==> config.mk <==
export PLATFORM = sky130hd
export DESIGN_NAME = cpu_timer_dual
export DESIGN_NICKNAME = d
export VERILOG_FILES = /design/src/rtl/tmr_pkg.sv /design/src/rtl/tmr_tick.sv /design/src/rtl/tmr_count.sv /design/src/rtl/cpu_timer_dual.sv
export SDC_FILE = /design/constraint.sdc
export NUM_CORES = 1
export LEC_CHECK = 0
export ABC_AREA = 0
export BUFFER_PORTS_ARGS = -buffer_cell sky130_fd_sc_hd__buf_2
export CORE_MARGIN = 2
export CORE_UTILIZATION = 60
export CTS_BUF_LIST = sky130_fd_sc_hd__clkbuf_16
export DETAILED_ROUTE_END_ITERATION = 10
export GPL_TIMING_DRIVEN = 0
export PLACE_DENSITY_LB_ADDON = 0.3
export SLEW_MARGIN = 20
export SYNTH_ARGS = -nofsm -noshare
export SYNTH_HDL_FRONTEND = slang
export SYNTH_HIERARCHICAL = 1
export SYNTH_SLANG_ARGS = --single-unit
==> constraint.sdc <==
create_clock -name clk_i -period 4.7 [get_ports clk_i]
set_input_delay 0.235 -clock clk_i [delete_from_list [all_inputs] [get_ports clk_i]]
set_output_delay 0.235 -clock clk_i [all_outputs]
set_load 0.005 [all_outputs]
==> src/rtl/tmr_pkg.sv <==
package tmr_pkg;
   // Register word indices; index 0 and 1 swap meaning with the mode.
   localparam int unsigned IDX_LIMIT = 0;
   localparam int unsigned IDX_COUNT = 1;
   localparam int unsigned IDX_NORST = 2;
   localparam int unsigned IDX_RUN   = 3;
endpackage

==> src/rtl/tmr_tick.sv <==
module tmr_tick #(
   parameter int unsigned DIV = 5
) (
   input  logic clk_i,
   input  logic rst_ni,
   output logic tick_o
);
   generate
      if (DIV < 1) begin : g_bad_div
         $error("tmr_tick: DIV must be at least 1");
      end
      if (DIV == 1) begin : g_every
         assign tick_o = 1'b1;
      end else begin : g_div
         localparam int unsigned PW = $clog2(DIV);
         logic [PW-1:0] pc_q;
         always_ff @(posedge clk_i) begin
            if (!rst_ni)                     pc_q <= '0;
            else if (pc_q == PW'(DIV - 1))   pc_q <= '0;
            else                             pc_q <= pc_q + PW'(1);
         end
         assign tick_o = (pc_q == PW'(DIV - 1));

         AST_TICK_SPACED: assert property (@(posedge clk_i) disable iff (!rst_ni)
            tick_o |=> !tick_o);
      end
   endgenerate
endmodule

==> src/rtl/tmr_count.sv <==
module tmr_count #(
   parameter int unsigned PER_W = 54,
   parameter int unsigned LO_W  = 23
) (
   input  logic              clk_i,
   input  logic              rst_ni,
   input  logic              tick_i,
   input  logic              run_i,
   input  logic              clr_i,
   input  logic              ld_hi_i,
   input  logic              ld_lo_i,
   input  logic [PER_W-LO_W-1:0] hi_i,
   input  logic [LO_W-1:0]   lo_i,
   input  logic [PER_W-1:0]  wrap_at_i,
   output logic [PER_W-1:0]  cnt_o,
   output logic              wrap_o
);
   logic [PER_W-1:0] cnt_q;
   logic [PER_W-1:0] nxt;
   logic             step;

   assign step   = tick_i && run_i && !clr_i && !ld_hi_i && !ld_lo_i;
   assign nxt    = cnt_q + PER_W'(1);
   assign wrap_o = step && (nxt >= wrap_at_i);
   assign cnt_o  = cnt_q;

   always_ff @(posedge clk_i) begin
      if (!rst_ni)       cnt_q <= '0;
      else if (clr_i)    cnt_q <= '0;
      else if (ld_hi_i)  cnt_q <= {hi_i, cnt_q[LO_W-1:0]};
      else if (ld_lo_i)  cnt_q <= {cnt_q[PER_W-1:LO_W], lo_i};
      else if (wrap_o)   cnt_q <= '0;
      else if (step)     cnt_q <= nxt;
   end

   AST_STOP_HOLD: assert property (@(posedge clk_i) disable iff (!rst_ni)
      (!run_i && !clr_i && !ld_hi_i && !ld_lo_i) |=> $stable(cnt_q));
   AST_WRAP_ZERO: assert property (@(posedge clk_i) disable iff (!rst_ni)
      wrap_o |=> (cnt_q == '0));
endmodule

==> src/rtl/cpu_timer_dual.sv <==
module cpu_timer_dual #(
   parameter int unsigned WIDE_W   = 63,
   parameter int unsigned NARROW_W = 31,
   parameter int unsigned FRAC_W   = 9,
   parameter int unsigned TICK_DIV = 5,
   parameter int unsigned IDX_W    = 3
) (
   input  logic             clk_i,
   input  logic             rst_ni,
   input  logic             user_mode_i,
   input  logic             wr_en_i,
   input  logic [IDX_W-1:0] wr_idx_i,
   input  logic [31:0]      wr_data_i,
   input  logic             rd_en_i,
   input  logic [IDX_W-1:0] rd_idx_i,
   output logic [31:0]      rd_data_o,
   output logic             irq_o
);
   import tmr_pkg::*;

   localparam int unsigned PER_W  = WIDE_W - FRAC_W;
   localparam int unsigned NPER_W = NARROW_W - FRAC_W;
   localparam int unsigned LO_W   = 32 - FRAC_W;
   localparam int unsigned HI_W   = PER_W - LO_W;

   generate
      if (WIDE_W <= 32 || WIDE_W > 63) begin : g_bad_wide
         $error("cpu_timer_dual: WIDE_W must lie in 33..63");
      end
      if (NARROW_W > 31 || NARROW_W <= FRAC_W) begin : g_bad_narrow
         $error("cpu_timer_dual: NARROW_W must exceed FRAC_W and be at most 31");
      end
      if (FRAC_W < 2) begin : g_bad_frac
         $error("cpu_timer_dual: FRAC_W must be at least 2");
      end
   endgenerate

   logic              user_q, mode_chg;
   logic              run_q, reached_q, irq_q;
   logic [NPER_W-1:0] lim_q, lim_eff;
   logic              wr_lim, wr_cnt, wr_norst, wr_run, rd_clr;
   logic              ld_hi, ld_lo, clr, run_en, tick, wrap;
   logic [PER_W-1:0]  wrap_at, cnt;
   logic              unused_wd;

   assign unused_wd = ^wr_data_i[FRAC_W-1:1];

   assign mode_chg = user_mode_i ^ user_q;
   assign wr_lim   = wr_en_i && !mode_chg && (wr_idx_i == IDX_W'(IDX_LIMIT));
   assign wr_cnt   = wr_en_i && !mode_chg && (wr_idx_i == IDX_W'(IDX_COUNT));
   assign wr_norst = wr_en_i && !mode_chg && (wr_idx_i == IDX_W'(IDX_NORST));
   assign wr_run   = wr_en_i && !mode_chg && (wr_idx_i == IDX_W'(IDX_RUN));
   assign rd_clr   = rd_en_i && !mode_chg && !user_q && (rd_idx_i == IDX_W'(IDX_LIMIT));

   assign ld_hi  = user_q && wr_lim;
   assign ld_lo  = user_q && wr_cnt;
   assign clr    = mode_chg || (!user_q && wr_lim);
   assign run_en = user_q ? run_q : 1'b1;

   assign lim_eff = (lim_q == '0) ? '1 : lim_q;
   assign wrap_at = user_q ? '1 : {{(PER_W-NPER_W){1'b0}}, lim_eff};

   tmr_tick #(.DIV(TICK_DIV)) u_tick (
      .clk_i  (clk_i),
      .rst_ni (rst_ni),
      .tick_o (tick)
   );

   tmr_count #(.PER_W(PER_W), .LO_W(LO_W)) u_count (
      .clk_i     (clk_i),
      .rst_ni    (rst_ni),
      .tick_i    (tick),
      .run_i     (run_en),
      .clr_i     (clr),
      .ld_hi_i   (ld_hi),
      .ld_lo_i   (ld_lo),
      .hi_i      (wr_data_i[HI_W-1:0]),
      .lo_i      (wr_data_i[31:FRAC_W]),
      .wrap_at_i (wrap_at),
      .cnt_o     (cnt),
      .wrap_o    (wrap)
   );

   always_ff @(posedge clk_i) begin
      if (!rst_ni) begin
         user_q    <= 1'b0;
         run_q     <= 1'b1;
         lim_q     <= '0;
         reached_q <= 1'b0;
         irq_q     <= 1'b0;
      end else begin
         user_q <= user_mode_i;
         if (mode_chg) begin
            run_q     <= 1'b1;
            reached_q <= 1'b0;
            irq_q     <= 1'b0;
            if (user_mode_i) lim_q <= '1;
         end else begin
            if (user_q && wr_run) run_q <= wr_data_i[0];
            if (!user_q && (wr_lim || wr_norst)) lim_q <= wr_data_i[NARROW_W-1:FRAC_W];
            if (wrap)                        reached_q <= 1'b1;
            else if (ld_hi || ld_lo || rd_clr) reached_q <= 1'b0;
            if (wrap && !user_q)               irq_q <= 1'b1;
            else if (rd_clr || (!user_q && wr_lim)) irq_q <= 1'b0;
         end
      end
   end

   assign irq_o = irq_q;

   always_comb begin
      rd_data_o = '0;
      if (rd_idx_i == IDX_W'(IDX_LIMIT)) begin
         if (user_q) begin
            rd_data_o[HI_W-1:0] = cnt[PER_W-1:LO_W];
            rd_data_o[31]       = reached_q;
         end else begin
            rd_data_o[NARROW_W-1:FRAC_W] = lim_q;
         end
      end else if (rd_idx_i == IDX_W'(IDX_COUNT)) begin
         if (user_q) begin
            rd_data_o[31:FRAC_W] = cnt[LO_W-1:0];
         end else begin
            rd_data_o[NARROW_W-1:FRAC_W] = cnt[NPER_W-1:0];
            rd_data_o[31]                = reached_q;
         end
      end else if (rd_idx_i == IDX_W'(IDX_RUN)) begin
         rd_data_o[0] = run_q;
      end
   end

   AST_USER_NO_IRQ: assert property (@(posedge clk_i) disable iff (!rst_ni)
      user_q |-> !irq_o);
   AST_MODE_RESTART: assert property (@(posedge clk_i) disable iff (!rst_ni)
      mode_chg |=> (cnt == '0 && !reached_q && !irq_o && run_q));
   AST_LOAD_CLEARS: assert property (@(posedge clk_i) disable iff (!rst_ni)
      (ld_hi || ld_lo) |=> !reached_q);
   AST_READ_ACK: assert property (@(posedge clk_i) disable iff (!rst_ni)
      (rd_clr && !wrap) |=> (!irq_o && !reached_q));
endmodule

==> flow_metrics.py <==
metrics = {
    "status": {
        "status": "finished, final reports clean",
    },
    "logic_synthesis": {
        "ys_ff_latch": 83,
        "synth_cell_types": 58,
        "syn_area_um2": 7015,
        "yosysWarnings": 6,
        "synth_ff_type": "dfxtp_1",
        "avgSynthCellArea_um2": 7.385,
        "seq_area_frac_synth": 0.2368,
        "ys_top_cells_by_area": "dfxtp_1 24%, ha_1 10%, a21oi_1 5.6%, nand2_1 5.4%, o21ai_0 5.4%",
        "yosysTopAreaCell": "dfxtp_1",
        "synth_fp_nets": 1050,
        "yosysTopAreaCellShare": 0.2368,
        "syn_inst": 950,
        "ys_async_sr_fraction": 0,
        "synth_enable_flop_cells": 0,
    },
    "worst_setup_path": {
        "worstPathArrival_ns": 4.80,
        "start_kind": "register",
        "crit_type": "reg2reg",
        "cp_max_fo": 33,
        "worstSetupEndpointType": "register",
        "worst_ep_required_time_ns": 4.93,
    },
    "floorplan": {
        "initial_utilization": 0.6144,
        "num_rows": 39,
        "core_um2": 11420,
        "dieArea_um2": 12570,
        "ios": 76,
        "die_w_um": 112.1,
        "die_h_um": 112.1,
    },
    "global_route": {
        "gr-usage-met3": 0.07559,
        "busiest_layer": "met2",
        "grt_max_degree": 34,
        "grt_pass1_wl_um": 37300,
        "overflow": 0,
        "antenna_found_initial": 0,
        "track_usage": 0.3714,
        "use_met1": 0.5074,
        "grt_util_met2": 0.5755,
        "grt_pass1_vias": 7057,
    },
    "timing": {
        "setup_slack_ns": 0.1326,
        "fin_worst_skew_ns": 0.01010,
        "setup_tns_ns": 0,
        "rsz0062_at_grt": "true",
        "setup_viol": 0,
        "relSlewSlack": 0.2485,
        "finalHoldViolCount": 0,
        "finalCritPeriodShare": 0.9718,
        "report.final.slew_viol_count": 0,
        "max_freq_mhz": 218.9,
        "tightestPinTransition_ns": 1.119,
        "fin_crit_ns": 4.567,
    },
    "detailed_routing": {
        "drt_iter0_drc": 1228,
        "vias": 7726,
        "drc": 0,
        "wire_per_inst_um": 19.99,
        "routed_via_density": 6.476,
        "routed_wl_um": 23850,
        "drtAntennaViolNets": 0,
        "dr.pass1.iters": 5,
    },
    "place": {
        "gp_congestion": 0.9956,
        "dp_slack_ns": -0.8262,
        "hpwlAfterDp_um": 17990,
        "io_buffers": 75,
    },
    "cts": {
        "htreeDepth": 3,
        "clock-sinks": 83,
        "clock_latency_ns": 0.34,
        "clockBufferDepth": 2,
        "cts_tree": "built",
        "numCtsBuffers": 9,
        "holdBufCountCts": 0,
        "root_buffer": "clkbuf_16",
        "clk_pin_slew_ns": 0.06,
    },
    "job": {
        "cap_violations": 0,
    },
    "min_path": {
        "min_path_type": "in2reg",
    },
    "layout": {
        "diodes": 0,
        "drive_gt1_frac": 0.1505,
        "area_growth_pct": 15.32,
        "final_net_count": 1145,
    },
    "power": {
        "vdd_drop_max_v": 0.0001964,
        "p_per_area_nw_per_um2": 225.6,
        "leakagePower_nw": 3.359,
    },
}
## cells in the mapped netlist, types with 2 or more instances
master	instances
o31ai_1	2
o21a_1	3
a22oi_1	7
nor2_1	61
o21ai_0	75
nor2b_1	3
a31oi_1	25
and3_1	24
nor3_1	23
mux2i_1	22
buf_6	6
nand2b_1	4
xor2_1	18
and2_1	3
a221oi_1	3
o221a_1	20
nand3b_1	2
xnor2_1	33
nor4_4	3
clkbuf_1	50
o211ai_1	24
or3_1	2
o221a_2	3
and4_1	12
nand2_1	101
o21ai_1	6
nor3b_2	2
buf_1	2
ha_1	57
nand4_2	2
inv_1	70
nor4_1	11
a21oi_1	78
buf_4	2
nand3_1	58
dfxtp_1	83
a21boi_0	3
buf_2	6
or2_2	3
nand4_1	20
## worst paths after layout
check | start | end | slack, ns | cells after the start
setup reg to reg | user_q$_SDFF_PN0_ | reached_q$_SDFFE_PP0P_ | 0.13 | 16
setup / recovery | user_q$_SDFF_PN0_ | reached_q$_SDFFE_PP0P_ | 0.13 | 16
hold / removal | wr_data_i[3] | u_count/cnt_o[26]$_SDFFE_PP0P_ | 0.18 | 3
hold reg to reg | irq_o$_SDFFE_PP0P_ | irq_o$_SDFFE_PP0P_ | 0.54 | 2
## area by class of cell
cell class,instances,area [µm²]
Multi-Input combinational cell,731,4862
Fill cell,956,3328
Sequential cell,83,1673
Timing Repair Buffer,85,462.9
Buffer,65,315.3
Inverter,70,262.8
Clock buffer,9,225.2
Tap cell,143,178.9
Clock inverter,7,110.1
## placed cells by master, fill, tap and decap left out, drive strengths merged, types with 33 or more instances in the layout
master and instances:
buf 102, nand2 101, dfxtp 83, o21ai 81, a21oi 80, inv 73, nor2 62, nand3 59
ha 57, clkbuf 57, xnor2 33
## flip-flops by register name, summed over array words and instances (netlist names)
| signal | count |
|---|---|
| user_q | 1 |
| reached_q | 1 |
| irq_o | 1 |
| u_count/cnt_o | 54 |
| lim_q | 22 |
| u_tick/g_div.pc_q | 3 |
| run_q | 1 |
## stage by stage
step	util	std cells	area [µm²]	hold WS, ns	power, mW
final	0.7085	1193	8090	0.1821	1.826
after global placement	0.6629	1168	7570	0.5108	1.000
after floorplan	-	950	7015	0.3526	0.9134
after CTS	0.7015	1191	8010	0.1792	1.809
after detailed placement	0.6629	1168	7570	0.5184	1.006
after global routing	0.7085	1193	8090	0.1915	1.875
## routing by layer
metal | wire length, µm | part of all wire
met1 | 9619 | 0.40
met2 | 10440 | 0.44
met3 | 2863 | 0.12
met4 | 928 | 0.039
met5 | 0 | 0
## logic make-up after synthesis
| logic type | Yosys count | share of synthesized area |
|---|---|---|
| XOR/XNOR | 52 | 0.06599 |
| AND/OR/NAND/NOR | 343 | 0.2522 |
| multiplexers | 23 | 0.03299 |
| adder cells (fa/ha/maj) | 57 | 0.1017 |
| buffers and inverters | 136 | 0.08133 |
| AO/OA/AOI/OAI | 256 | 0.2290 |
| flip-flops | 83 | 0.2368 |
## what timing repair did
item                       4_1_cts  5_1_grt
gates cloned                     0        0
resized for setup               12       17
setup endpoints to repair       56       35
setup buffers                    8        2
pin swaps                        3        7
## worst max-delay path: stages (launching register included)
cell and delay (ns):
dfxtp_2 0.72, buf_4 0.28, buf_4 0.22, clkbuf_1 0.39, nor2_1 0.11, o21ai_0 0.12, inv_1 0.07, ha_1 0.33
and4_1 0.17, and4_1 0.29, o31ai_1 0.16, o211ai_1 0.35, a211oi_4 0.37, buf_6 0.20, nor2_1 0.08, or2_2 0.33
o221a_2 0.24
## report_power, final
part | switching (mW) | internal, mW | leakage, nW
logic | 0.156 | 0.0961 | 2.51
registers | 0.0301 | 0.725 | 0.681
clock network | 0.303 | 0.515 | 0.173
Note: power is estimated with default switching activity, not from simulation.
